==> src/rtl/prot_pkg.sv <==
`timescale 1ns/1ps
package prot_pkg;
  typedef enum logic [2:0] {
    OP_OTHER = 3'd0,
    OP_WEN   = 3'd1,
    OP_WDS   = 3'd2,
    OP_READ  = 3'd3,
    OP_ARM   = 3'd4,
    OP_CLEAR = 3'd5,
    OP_WRITE = 3'd6,
    OP_LOCK  = 3'd7
  } prot_op_e;

  typedef struct packed {
    logic clear;
    logic write;
    logic lock;
  } prot_grant_t;
endpackage

==> src/rtl/prot_qual.sv <==
`timescale 1ns/1ps
module prot_qual
  import prot_pkg::*;
(
  input  logic        clk,
  input  logic        rst_n,
  input  logic        por_n,
  input  logic        cmd_valid,
  input  prot_op_e    op,
  input  logic        pin_pre,
  input  logic        pin_wr,
  input  logic        lock_q,
  output prot_grant_t grant,
  output logic        rd_req
);
  logic wen_q;
  logic armed_q;
  logic modify_ok;
  logic arm_ok;

  // Modifications need the arm, both pins, and an unlocked register
  assign modify_ok = cmd_valid && armed_q && pin_pre && pin_wr && !lock_q;
  assign arm_ok    = wen_q && pin_pre && pin_wr;

  always_comb begin
    grant.clear = modify_ok && (op == OP_CLEAR);
    grant.write = modify_ok && (op == OP_WRITE);
    grant.lock  = modify_ok && (op == OP_LOCK);
  end

  assign rd_req = cmd_valid && (op == OP_READ) && pin_pre;

  always_ff @(posedge clk) begin
    if (!rst_n || !por_n) begin
      wen_q   <= 1'b0;
      armed_q <= 1'b0;
    end else if (cmd_valid) begin
      // Every command consumes or replaces the arm
      armed_q <= (op == OP_ARM) && arm_ok;
      if (op == OP_WEN)      wen_q <= 1'b1;
      else if (op == OP_WDS) wen_q <= 1'b0;
    end
  end
endmodule

==> src/rtl/prot_store.sv <==
`timescale 1ns/1ps
module prot_store
  import prot_pkg::*;
#(
  parameter int AW = 8
) (
  input  logic          clk,
  input  logic          por_n,
  input  prot_grant_t   grant,
  input  logic [AW-1:0] operand,
  output logic [AW-1:0] bound_q,
  output logic          flag_q,
  output logic          lock_q
);
  // Nonvolatile model: only power-on reset touches these cells
  always_ff @(posedge clk) begin
    if (!por_n) begin
      bound_q <= '1;
      flag_q  <= 1'b1;
      lock_q  <= 1'b0;
    end else begin
      if (grant.write) begin
        bound_q <= operand;
        flag_q  <= 1'b0;
      end else if (grant.clear) begin
        bound_q <= '1;
        flag_q  <= 1'b1;
      end
      if (grant.lock) lock_q <= 1'b1;
    end
  end
endmodule

==> src/rtl/prot_cmp.sv <==
`timescale 1ns/1ps
module prot_cmp #(
  parameter int AW        = 8,
  parameter bit INCLUSIVE = 1'b1
) (
  input  logic [AW-1:0] addr,
  input  logic [AW-1:0] bound,
  input  logic          flag,
  output logic          hit
);
  logic above;
  generate
    if (INCLUSIVE) begin : g_incl
      assign above = (addr >= bound);
    end else begin : g_excl
      assign above = (addr > bound);
    end
  endgenerate

  // Flag at 1 means no boundary is in force
  assign hit = !flag && above;
endmodule

==> src/rtl/prot_guard.sv <==
`timescale 1ns/1ps
module prot_guard
  import prot_pkg::*;
#(
  parameter int AW = 8,
  localparam int RW = AW + 1
) (
  input  logic          clk,
  input  logic          rst_n,
  input  logic          por_n,
  input  logic          cmd_valid,
  input  logic [2:0]    cmd_op,
  input  logic [AW-1:0] cmd_operand,
  input  logic          pin_pre,
  input  logic          pin_wr,
  input  logic [AW-1:0] chk_addr,
  output logic          chk_protected,
  output logic          allow_all,
  output logic          start_busy,
  output logic          rd_valid,
  output logic [RW-1:0] rd_data
);
  prot_op_e    op;
  prot_grant_t grant;
  logic        rd_req;
  logic [AW-1:0] bound_q;
  logic        flag_q;
  logic        lock_q;

  assign op = prot_op_e'(cmd_op);

  prot_qual u_qual (
    .clk       (clk),
    .rst_n     (rst_n),
    .por_n     (por_n),
    .cmd_valid (cmd_valid),
    .op        (op),
    .pin_pre   (pin_pre),
    .pin_wr    (pin_wr),
    .lock_q    (lock_q),
    .grant     (grant),
    .rd_req    (rd_req)
  );

  prot_store #(.AW(AW)) u_store (
    .clk     (clk),
    .por_n   (por_n),
    .grant   (grant),
    .operand (cmd_operand),
    .bound_q (bound_q),
    .flag_q  (flag_q),
    .lock_q  (lock_q)
  );

  prot_cmp #(.AW(AW), .INCLUSIVE(1'b1)) u_cmp (
    .addr  (chk_addr),
    .bound (bound_q),
    .flag  (flag_q),
    .hit   (chk_protected)
  );

  assign allow_all = flag_q;

  always_ff @(posedge clk) begin
    if (!rst_n || !por_n) begin
      start_busy <= 1'b0;
      rd_valid   <= 1'b0;
      rd_data    <= '0;
    end else begin
      start_busy <= |grant;
      rd_valid   <= rd_req;
      if (rd_req) rd_data <= {bound_q, flag_q};
    end
  end
endmodule

==> config.mk <==
export PLATFORM = sky130hd
export DESIGN_NAME = prot_guard
export DESIGN_NICKNAME = d
export VERILOG_FILES = /design/src/rtl/prot_pkg.sv /design/src/rtl/prot_qual.sv /design/src/rtl/prot_store.sv /design/src/rtl/prot_cmp.sv /design/src/rtl/prot_guard.sv
export SDC_FILE = /design/constraint.sdc
export NUM_CORES = 1
export LEC_CHECK = 0
export CAP_MARGIN = 20
export CORE_ASPECT_RATIO = 1.4
export CORE_MARGIN = 1.5
export CORE_UTILIZATION = 40
export DETAILED_ROUTE_END_ITERATION = 8
export PLACE_DENSITY_LB_ADDON = 0.08
export SLEW_MARGIN = 20
export SYNTH_ARGS = -nofsm -noshare
export SYNTH_HDL_FRONTEND = slang
export SYNTH_SLANG_ARGS = --single-unit
export TNS_END_PERCENT = 20
==> constraint.sdc <==
create_clock -name clk -period 2.2 [get_ports clk]
set_input_delay 0.33 -clock clk [delete_from_list [all_inputs] [get_ports clk]]
set_output_delay 0.33 -clock clk [all_outputs]
set_load 0.005 [all_outputs]
After elaboration in Yosys (flattened, before gate mapping). Index checks and enable logic that the tools add are counted. W data, S select, Z words.

$lt $le $gt $ge: 1. Equality and inequality tests: 7. Multiplexer cells: 6. Reduce and logical (&&, ||, !) cells: 22.

Operator list (count): $mux W8 (2); $logic_and A1 B1 Y1 (13); $eq A3 B3 Y1 const B (4); $ge A8 B8 Y1 (1); $eq A3 B2 Y1 const B (2); $logic_not A1 Y1 (4); $mux W1 (4); $reduce_bool A2 Y1 (2); $eq A3 B1 Y1 const B (1); $reduce_or A3 Y1 (1); $reduce_and A2 Y1 (1); $logic_or A1 B1 Y1 (1).

Bits in registers: 23. Bits of input ports: 25. Output and inout port bits: 13. Logic and storage cells: 44.

Logic depth before layout (Yosys ltp). Gate-level depths: netlist of run 1.

Depth after elaboration: 7. Depth in mapped cells: 6. Mapped depth without buffers: 6.

By module. A second synthesis of run 1 with hierarchy kept.

Cells, all modules: 118. Area, all modules: 1081.0 um^2.

Modules (own cells, without submodules): prot_guard (times used 1, cells each 34, area an instance 375.4 um^2, sequential area each 220.2 um^2); prot_store (times used 1, cells each 39, area an instance 370.4 um^2, sequential area each 200.2 um^2); prot_cmp (times used 1, cells each 26, area an instance 191.4 um^2, sequential area each 0.0 um^2); prot_qual (times used 1, cells each 19, area an instance 143.9 um^2, sequential area each 40.0 um^2).

Least setup slack after synthesis of run 1. Ideal clock, no wire load.

Path kind: register to output. Start: reg u_store.bound_q[2]. End: out chk_protected. Data arrival time: 1.167 ns. Required time: 1.870 ns. Slack: 0.703 ns. Cell stages (with the launch flop): 6. Buffers on the path: 0. Cells stage by stage: dfxtp_1 > inv_1 > ha_1 > o211ai_1 > a211o_1 > a31oi_1.

Cells in the longest elaborated chain, start to end: 2.

Ends and longest elaborated chain: from (decl) (RTL line prot_store.sv:11) `output logic [AW-1:0] bound_q,`; from (signal assigned) (RTL line prot_store.sv:23) `bound_q <= operand;`; $ge A8 B8 Y1 (RTL line prot_cmp.sv:14) `assign above = (addr >= bound);`; $logic_and A1 B1 Y1 (RTL line prot_cmp.sv:21) `assign hit = !flag && above;`; to (decl) (RTL line prot_guard.sv:17) `output logic chk_protected,`.

No other way between the ends.

Worst setup path after layout of run 1.
Start: in chk_addr[0]. End: out chk_protected.

Cells in the longest elaborated chain, start to end: 2.

Ends and longest elaborated chain: from (decl) (RTL line prot_guard.sv:16) `input logic [AW-1:0] chk_addr,`; $ge A8 B8 Y1 (RTL line prot_cmp.sv:14); $logic_and A1 B1 Y1 (RTL line prot_cmp.sv:21).

No other way between the ends.

==> flow_metrics.env, run 1 <==
export IMPL_status="complete, no violations"
export IMPL_synthCells=133
export IMPL_critPathKind="input pin to primary output"
export IMPL_track_usage_pct=17.99
export IMPL_dp_hpwl_um=2213
export IMPL_synth_ff_type="dfxtp_1"
export IMPL_avgSynthCellArea_um2=9.276
export IMPL_synth_mux_area_share_pct=7.302
export IMPL_yosysTopAreaCellShare_pct=37.32
export IMPL_synth_most_common_cell="dfxtp_1"
export IMPL_portBuffers=37
export IMPL_finalNonFillerCells=209
export IMPL_clk_path_buf_depth=2
export IMPL_die_w_um=49.94
export IMPL_hold_buffers=0
export IMPL_clock_latency_ns=0.26
export IMPL_tightest_slew_ns=0.4789
export IMPL_gp_congestion=0.6965
export IMPL_fin_crit_sh_pct=94.07
export IMPL_wl_per_cell_um=13.82
export IMPL_synthTopCellsByCount="dfxtp_1, nor2_1, a21oi_1"
export IMPL_synthDistinctLibCells=31
export IMPL_grt_busiest_layer="met2"
export IMPL_clock_skew_ns=0.001953
export IMPL_worstSetupEndpoint="chk_protected"
export IMPL_h_tree_depth=1
export IMPL_ys_async_sr_fraction_pct=0
export IMPL_synth_adder_area_share_pct=8.114
export IMPL_diodes=0
export IMPL_grt_max_degree=14
export IMPL_ys_warn_count=0
export IMPL_grt_pass1_vias=1084
export IMPL_fmax_mhz=483.2
export IMPL_syn_cell_area_um2=1234
export IMPL_holdWs_ns=0.5005
export IMPL_synth_simple_area_share_pct=22.31
export IMPL_synth_compound_area_share_pct=18.46
export IMPL_grt_pass1_wl_um=4664
export IMPL_critPathRequiredTime_ns=1.87
export IMPL_synth_top_family_by_area="simple AND/OR/NAND/NOR gates"
export IMPL_critPathLaunchType="input pin"
export IMPL_cp_max_fo=1
export IMPL_reg2reg_depth=3
export IMPL_p_leak_nw=0.7415
export IMPL_viasPerCell=5.239
export IMPL_synthTopCellsByArea="dfxtp_1, o31ai_2, ha_1"
export IMPL_dieArea_um2=3431
export IMPL_r2r_end="u_store.bound_q[0]$_SDFFE_PN1P_"
export IMPL_layout_drive_gt1_share_pct=15.70
export IMPL_antenna_left=0
export IMPL_rsz0062_at_grt="false"
export IMPL_syn_nets=166
export IMPL_cts_made_buffers=3
export IMPL_synth_edff_count=0
export IMPL_pin_count=38
export IMPL_setup_viol_count_final=0
export IMPL_ys_ff_latch=23
export IMPL_area_growth_pct=37.22
export IMPL_die_h_um=68.71
export IMPL_maxCapViolCount=0
export IMPL_root_buffer="clkbuf_8"
export IMPL_std_cell_rows=23
export IMPL_antenna_found_initial=0
export IMPL_start_util_pct=42.45
export IMPL_grt_ovfl_total=0
export IMPL_ys_seq_area_share_pct=37.32
export IMPL_arrival_ns=1.74
export IMPL_met1_usage_pct=20.67
export IMPL_core_area_um2=2907
export IMPL_dp_cells=205
export IMPL_fill_cells=256
export IMPL_use_met3_pct=2.371
export IMPL_reg2reg_slack_ns=0.97
export IMPL_cts_tree="built"
export IMPL_synth_xor_area_share_pct=0
export IMPL_drtIter0Drc=9
export IMPL_wirelength_um=2888
export IMPL_power_density_nw_per_um2=460.2
export IMPL_drcViolationCount=0
export IMPL_num_nets_final=206
export IMPL_hold_path_class="flip-flop to flip-flop"
export IMPL_dr_pass1_iters=3
export IMPL_vdd_ir_drop_max_mv=0.3331
export IMPL_multi_input_area_um2=693.2
export IMPL_fin_crit_ns=2.070
export IMPL_vias=1095
export IMPL_finalHoldViolCount=0
export IMPL_clock_sinks=23
export IMPL_crit_start="chk_addr[0]"
export IMPL_grt_use_met2_pct=32.00
export IMPL_regArea_um2=460.4
export IMPL_worstReg2RegStart="u_store.lock_q$_SDFFE_PN0P_"
export IMPL_relSlewSlack_pct=67.99
export IMPL_synth_area_leader_cell="dfxtp_1"
export IMPL_slew_viol_final=0
export IMPL_cp_end_kind="primary output"
export IMPL_cts_reportedPaths_clkPinSlew_ns=0.08
## final cells by class
cell class,instances,area share [%]
multi-input cells,92,40.95
flip-flops and latches,23,27.20
repair buffers,43,24.24
well taps,37,2.735
clock buffers,4,2.661
inverters,10,2.217
## cell families after synthesis
| group | after synthesis |
|---|---|
| buf+inv | 18 |
| fa+ha+maj | 8 |
| mux | 9 |
| flops | 23 |
| compound gates | 29 |
| simple gates | 46 |
## sequential cells by signal, summed over array words and instances, names as in the netlist
| name | count |
|---|---|
| u_qual.wen_q | 1 |
| u_store.lock_q | 1 |
| rd_data | 9 |
| u_store.bound_q | 8 |
| rd_valid | 1 |
| u_qual.armed_q | 1 |
| start_busy | 1 |
| u_store.flag_q | 1 |
## metrics by stage
stage / total power, mW / utilization, % / setup TNS [ns] / setup slack, ns / cell area (µm²)
final: 0.7791 / 58.24 / 0 / 0.1305 / 1693
after global placement: 0.5271 / 56.87 / -0.2338 / -0.2338 / 1653
after detailed placement: 0.5295 / 56.87 / -0.2516 / -0.2516 / 1653
after global routing: 0.8087 / 58.24 / 0 / 0.05331 / 1693
after CTS: 0.7853 / 58.37 / 0 / 0.01615 / 1697
after floorplan: 0.4671 / - / 0 / 0.7027 / 1234
## power breakdown
group	total [mW]	leakage, nW	internal [mW]	switching [mW]
Sequential	0.419	0.186	0.418	0.000916
Combinational	0.101	0.533	0.0574	0.0437
Clock	0.260	0.0228	0.129	0.130
Total	0.779	0.742	0.604	0.175
## worst max-delay path: stages
cell and delay, ns:
clkdlybuf4s50_1 0.46, inv_1 0.04, ha_1 0.27, o211ai_1 0.09, a211o_1 0.29, a31oi_1 0.13
clkbuf_2 0.13
## how the worst min path moves through the flow
stage                                      from                           to  cells past startpoint
CTS                 u_qual.armed_q$_SDFFE_PP0P_  u_qual.armed_q$_SDFFE_PP0P_                      2
global route          u_qual.wen_q$_SDFFE_PP0P_  u_qual.armed_q$_SDFFE_PP0P_                      2
finish                u_qual.wen_q$_SDFFE_PP0P_  u_qual.armed_q$_SDFFE_PP0P_                      2
detailed placement  u_qual.armed_q$_SDFFE_PP0P_  u_qual.armed_q$_SDFFE_PP0P_                      2
floorplan           u_store.lock_q$_SDFFE_PN0P_  u_store.lock_q$_SDFFE_PN0P_                      1
global placement    u_store.lock_q$_SDFFE_PN0P_  u_store.lock_q$_SDFFE_PN0P_                      1
## routing by layer
layer / routed length [µm] / part of all wire, % / vias up
met5: 0 / 0 / -
met1: 1274 / 44 / 505
met3: 98 / 3.4 / 6
met4: 77 / 2.7 / 0
met2: 1437 / 50 / 32
li1: - / - / 552
## placed cells by master (no fill, tap or decap)
cell              n
clkbuf_1          1
nand2_1           2
nor3_1            2
mux2i_1           9
o31ai_2           9
and4b_1           1
a31oi_1           1
or2_1             1
a21o_1            1
nand4_1           3
nand4b_1          1
nor2b_1           1
nor4_1            1
o211ai_1          1
o21ai_0           2
a211oi_1          1
a21oi_1          12
and3_1            1
and2b_1           1
clkbuf_8          3
clkbuf_2          1
o21a_1            1
nor4_2            7
buf_4             6
clkdlybuf4s50_1  36
inv_2             1
dfxtp_1          23
nand2b_1          2
a211o_1           1
nor2_1           22
inv_1             9
ha_1              8
nand3_1           1
## what timing repair did
item	CTS	global route
endpoints found under the setup margin	1	1
resized for setup	1	2
setup buffers	0	0
(Power assumes the default switching activity.)
==> inputs of run 2 (changes only) <==
--- a/config.mk
+++ b/config.mk
@@ -10,6 +10,7 @@
 export CORE_MARGIN = 1.5
 export CORE_UTILIZATION = 40
 export DETAILED_ROUTE_END_ITERATION = 8
+export DONT_BUFFER_PORTS = 1
 export PLACE_DENSITY_LB_ADDON = 0.08
 export SLEW_MARGIN = 20
 export SYNTH_ARGS = -nofsm -noshare
==> flow_metrics.env, run 2 (synthesized netlist as in run 1, its figures left out) <==
export IMPL_viasPerCell=5.754
export IMPL_start_util_pct=42.45
export IMPL_setup_tns_ns=0
export IMPL_hold_depth=1
export IMPL_die_h_um=68.71
export IMPL_grt_ovfl_total=0
export IMPL_fin_crit_ns=1.881
export IMPL_clk_path_buf_depth=2
export IMPL_crit_start="u_store.bound_q[1]$_SDFFE_PN1P_"
export IMPL_cp_max_fo=4
export IMPL_grt_pass1_vias=957
export IMPL_grt_pass1_wl_um=4574
export IMPL_status="complete, no violations"
export IMPL_grt_busiest_layer="met2"
export IMPL_clock_skew_ns=0.002236
export IMPL_pin_count=38
export IMPL_fill_cells=291
export IMPL_r2r_end="u_store.flag_q$_SDFFE_PN1P_"
export IMPL_reg2reg_slack_ns=0.83
export IMPL_reg_top3="rd_data: 9 flops, u_store.bound_q: 8 flops"
export IMPL_dieArea_um2=3431
export IMPL_root_buffer="clkbuf_8"
export IMPL_p_total_uw=723.4
export IMPL_layout_commonest_cell="dfxtp_1"
export IMPL_core_area_um2=2907
export IMPL_die_w_um=49.94
export IMPL_diodes=0
export IMPL_cp_end_kind="primary output"
export IMPL_cpPeakStageDelay_ns=0.40
export IMPL_ctsResizeCount=0
export IMPL_p_leak_nw=0.5778
export IMPL_antenna_found_initial=0
export IMPL_wl_per_cell_um=16.40
export IMPL_critPathRequiredTime_ns=1.87
export IMPL_drcViolationCount=0
export IMPL_regMostFlops="rd_data"
export IMPL_met1_usage_pct=21.33
export IMPL_num_nets_final=164
export IMPL_regArea_um2=460.4
export IMPL_critPathKind="flip-flop to primary output"
export IMPL_drtIter0Drc=14
export IMPL_track_usage_pct=17.85
export IMPL_maxCapViolCount=0
export IMPL_h_tree_depth=1
export IMPL_relSlewSlack_pct=47.07
export IMPL_fin_util_pct=44.38
export IMPL_fin_crit_sh_pct=85.51
export IMPL_multi_input_area_um2=693.2
export IMPL_dp_hpwl_um=2030
export IMPL_holdWs_ns=0.1236
export IMPL_vdd_ir_drop_max_mv=0.3147
export IMPL_gp_congestion=0.6957
export IMPL_layout_common_cells="dfxtp_1, nor2_1, a21oi_1"
export IMPL_slowest_stage="dfxtp_1"
export IMPL_rsz0062_at_grt="false"
export IMPL_vias=961
export IMPL_std_cell_rows=23
export IMPL_antenna_left=0
export IMPL_hold_buffers=0
export IMPL_grt_use_met2_pct=27.50
export IMPL_setup_viol_count_final=0
export IMPL_finalHoldViolCount=0
export IMPL_cts_tree="built"
export IMPL_arrival_ns=1.55
export IMPL_portBuffers=0
export IMPL_cts_made_buffers=3
export IMPL_tightest_slew_ns=0.7915
export IMPL_worstReg2RegStart="u_store.lock_q$_SDFFE_PN0P_"
export IMPL_worstSetupEndpoint="chk_protected"
export IMPL_clock_latency_ns=0.27
export IMPL_hold_path_class="input pin to flip-flop"
export IMPL_power_density_nw_per_um2=560.8
export IMPL_dr_pass1_iters=3
export IMPL_reg2reg_depth=4
export IMPL_area_growth_pct=4.564
export IMPL_critPathLaunchType="flip-flop"
export IMPL_largest_reg_flops=9
export IMPL_clock_sinks=23
export IMPL_grt_max_degree=17
export IMPL_path_cells="inv_1 > ha_1 > o211ai_1 > a211o_1 > a31oi_1"
export IMPL_cts_setup_buffers=0
export IMPL_wirelength_um=2739
export IMPL_layout_drive_gt1_share_pct=16.15
export IMPL_fmax_mhz=531.6
export IMPL_slew_viol_final=0
export IMPL_cts_reportedPaths_clkPinSlew_ns=0.08
export IMPL_use_met3_pct=5.603
==> run 2: worst min path at each step <==
stage	endpoint	slack, ns	start
5_1_grt	u_store.bound_q[7]$_SDFFE_PN1P_	0.11	por_n
3_5_place_dp	u_store.bound_q[7]$_SDFFE_PN1P_	0.40	por_n
4_1_cts	u_store.bound_q[7]$_SDFFE_PN1P_	0.12	por_n
6_report	u_store.bound_q[7]$_SDFFE_PN1P_	0.12	por_n
2_1_floorplan	u_store.lock_q$_SDFFE_PN0P_	0.45	u_store.lock_q$_SDFFE_PN0P_
3_3_place_gp	u_store.bound_q[7]$_SDFFE_PN1P_	0.40	por_n
==> run 2: area by class of cell <==
type	instances	area share, %
flip-flops and latches	23	35.69
repair buffers	1	0.5820
well taps	37	3.589
clock buffers	4	3.492
multi-input cells	92	53.73
inverters	10	2.910
==> run 2: critical path, delay by kind of cell (launching register included) <==
| kind | cells | cell delay [ns] |
|---|---|---|
| adder cells (fa/ha/maj) | 1 | 0.27 |
| buffers and inverters | 1 | 0.07 |
| flip-flops | 1 | 0.40 |
| AO/OA/AOI/OAI | 3 | 0.55 |
==> run 2: through the flow <==
| stage | instance area (µm²) | instances | setup slack (ns) |
|---|---|---|---|
| 2_1_floorplan | 1234 | 133 | 0.7027 |
| 3_3_place_gp | 1245 | 163 | 0.5390 |
| 3_5_place_dp | 1245 | 163 | 0.4831 |
| 4_1_cts | 1290 | 167 | 0.2971 |
| 5_1_grt | 1290 | 167 | 0.2288 |
| 6_report | 1290 | 167 | 0.3188 |
==> run 2: per-layer routing <==
metal	share of wire (%)	wire length, µm
met5	0	0
met4	2.6	72
met3	6.5	179
met2	46	1257
met1	45	1230
==> run 2: where the power goes <==
part	total (mW)	switching (mW)	internal, mW	leakage (nW)
clock network	0.269	0.139	0.129	0.0228
registers	0.419	0.00132	0.418	0.186
logic	0.0358	0.0223	0.0135	0.369
==> inputs of run 3 (changes only) <==
--- a/config.mk
+++ b/config.mk
@@ -11,7 +11,7 @@
 export CORE_UTILIZATION = 40
 export DETAILED_ROUTE_END_ITERATION = 8
 export DONT_BUFFER_PORTS = 1
-export PLACE_DENSITY_LB_ADDON = 0.08
+export PLACE_DENSITY = 0.62
 export SLEW_MARGIN = 20
 export SYNTH_ARGS = -nofsm -noshare
 export SYNTH_HDL_FRONTEND = slang
==> flow_metrics.env, run 3 (synthesized netlist as in run 1, its figures left out) <==
export IMPL_status="complete, no violations"
export IMPL_cts_reportedPaths_clkPinSlew_ns=0.08
export IMPL_grt_ovfl_total=0
export IMPL_drtIter0Drc=15
export IMPL_area_growth_pct=4.564
export IMPL_clk_path_buf_depth=2
export IMPL_pin_count=38
export IMPL_met1_usage_pct=18.57
export IMPL_hold_buffers=0
export IMPL_core_area_um2=2907
export IMPL_finalNonFillerCells=167
export IMPL_slew_viol_final=0
export IMPL_cp_max_fo=4
export IMPL_reg2reg_slack_ns=0.79
export IMPL_grt_pass1_vias=922
export IMPL_dieArea_um2=3431
export IMPL_regMostFlops="rd_data"
export IMPL_swShare_pct=21.59
export IMPL_num_nets_final=164
export IMPL_diodes=0
export IMPL_dr_pass1_iters=4
export IMPL_antenna_left=0
export IMPL_cts_tree="built"
export IMPL_rsz0062_at_grt="false"
export IMPL_dp_hpwl_um=1994
export IMPL_tightest_slew_ns=0.7212
export IMPL_hold_path_class="input pin to flip-flop"
export IMPL_setup_viol_count_final=0
export IMPL_combPwrFrac_pct=4.9
export IMPL_fill_cells=287
export IMPL_maxCapViolCount=0
export IMPL_die_w_um=49.94
export IMPL_h_tree_depth=1
export IMPL_fin_crit_ns=1.886
export IMPL_die_h_um=68.71
export IMPL_viasPerCell=5.611
export IMPL_relSlewSlack_pct=51.78
export IMPL_clock_sinks=23
export IMPL_finalHoldViolCount=0
export IMPL_largest_reg_flops=9
export IMPL_power_density_nw_per_um2=554.1
export IMPL_cts_made_buffers=3
export IMPL_gp_congestion=0.7290
export IMPL_critPathLaunchType="flip-flop"
export IMPL_grt_pass1_wl_um=4126
export IMPL_arrival_ns=1.56
export IMPL_layout_common_cells="dfxtp_1, nor2_1, a21oi_1"
export IMPL_start_util_pct=42.45
export IMPL_wirelength_um=2588
export IMPL_p_seq_share_pct=58.6
export IMPL_use_met3_pct=3.448
export IMPL_power_frac_clock_pct=36.5
export IMPL_grt_use_met2_pct=27.83
export IMPL_cts_setup_buffers=0
export IMPL_reg_top3="rd_data: 9 flops, u_store.bound_q: 8 flops"
export IMPL_critPathKind="flip-flop to primary output"
export IMPL_layout_commonest_cell="dfxtp_1"
export IMPL_std_cell_rows=23
export IMPL_setup_tns_ns=0
export IMPL_grt_max_degree=17
export IMPL_wl_per_cell_um=15.50
export IMPL_track_usage_pct=15.87
export IMPL_vdd_ir_drop_max_mv=0.3230
export IMPL_dp_cells=163
export IMPL_layout_drive_gt1_share_pct=16.15
export IMPL_vias=937
export IMPL_ctsResizeCount=0
export IMPL_antenna_found_initial=0
export IMPL_cp_end_kind="primary output"
export IMPL_drcViolationCount=0
export IMPL_clock_skew_ns=0.006437
export IMPL_root_buffer="clkbuf_8"
export IMPL_critPathRequiredTime_ns=1.87
export IMPL_p_int_uw=560.5
export IMPL_clock_latency_ns=0.26
export IMPL_fin_crit_sh_pct=85.71
export IMPL_p_switching_uw=154.3
export IMPL_grt_busiest_layer="met2"
export IMPL_p_leak_nw=0.5778
export IMPL_fmax_mhz=530.3
export IMPL_portBuffers=0
## run 3: cell counts in the layout (fill, tap and decap cells not counted)
Identical to the previous run, type by type.
## run 3: per-layer routing
layer / vias up / wire length (µm)
li1: 464 / -
met1: 433 / 1141
met2: 35 / 1261
met3: 5 / 140
met4: 0 / 44
met5: - / 0
## run 3: critical path, stage by stage, from the launching register on
cell	delay, ns
dfxtp_1	0.39
inv_1	0.06
ha_1	0.29
o211ai_1	0.08
a211o_1	0.30
a31oi_1	0.18
## run 3: cell type report
cell class	count	area [µm²]	area share, %
Timing Repair Buffer	1	7.507	0.5820
Sequential cell	23	460.4	35.69
Inverter	10	37.54	2.910
Tap cell	37	46.29	3.589
Multi-Input combinational cell	92	693.2	53.73
Clock buffer	4	45.04	3.492
## run 3: path summary, 6_finish.rpt
| check | startpoint | to | cells after the start |
|---|---|---|---|
| max | u_store.bound_q[2]$_SDFFE_PN1P_ | chk_protected | 5 |
| min | por_n | u_store.bound_q[7]$_SDFFE_PN1P_ | 1 |
| max reg2reg | u_store.lock_q$_SDFFE_PN0P_ | u_store.bound_q[1]$_SDFFE_PN1P_ | 4 |
| min reg2reg | u_qual.armed_q$_SDFFE_PP0P_ | u_qual.armed_q$_SDFFE_PP0P_ | 2 |
## run 3: power by group through the flow
stage | Clock, mW | Combinational [mW] | Sequential, mW
2_1_floorplan | 0 | 0.0385 | 0.429
3_3_place_gp | 0 | 0.0334 | 0.429
3_5_place_dp | 0 | 0.0352 | 0.429
4_1_cts | 0.263 | 0.0354 | 0.419
5_1_grt | 0.282 | 0.0398 | 0.419
6_report | 0.261 | 0.0352 | 0.419
## run 3: through the flow
stage	util, %	hold slack (ns)	area, µm²	total power [mW]	setup slack [ns]
floorplan	-	0.4467	1234	0.4671	0.7027
global placement	42.83	0.3980	1245	0.4623	0.5945
detailed placement	42.83	0.3995	1245	0.4641	0.5631
CTS	44.38	0.1294	1290	0.7172	0.3041
global route	44.38	0.1185	1290	0.7407	0.2168
finish	44.38	0.1266	1290	0.7147	0.3144
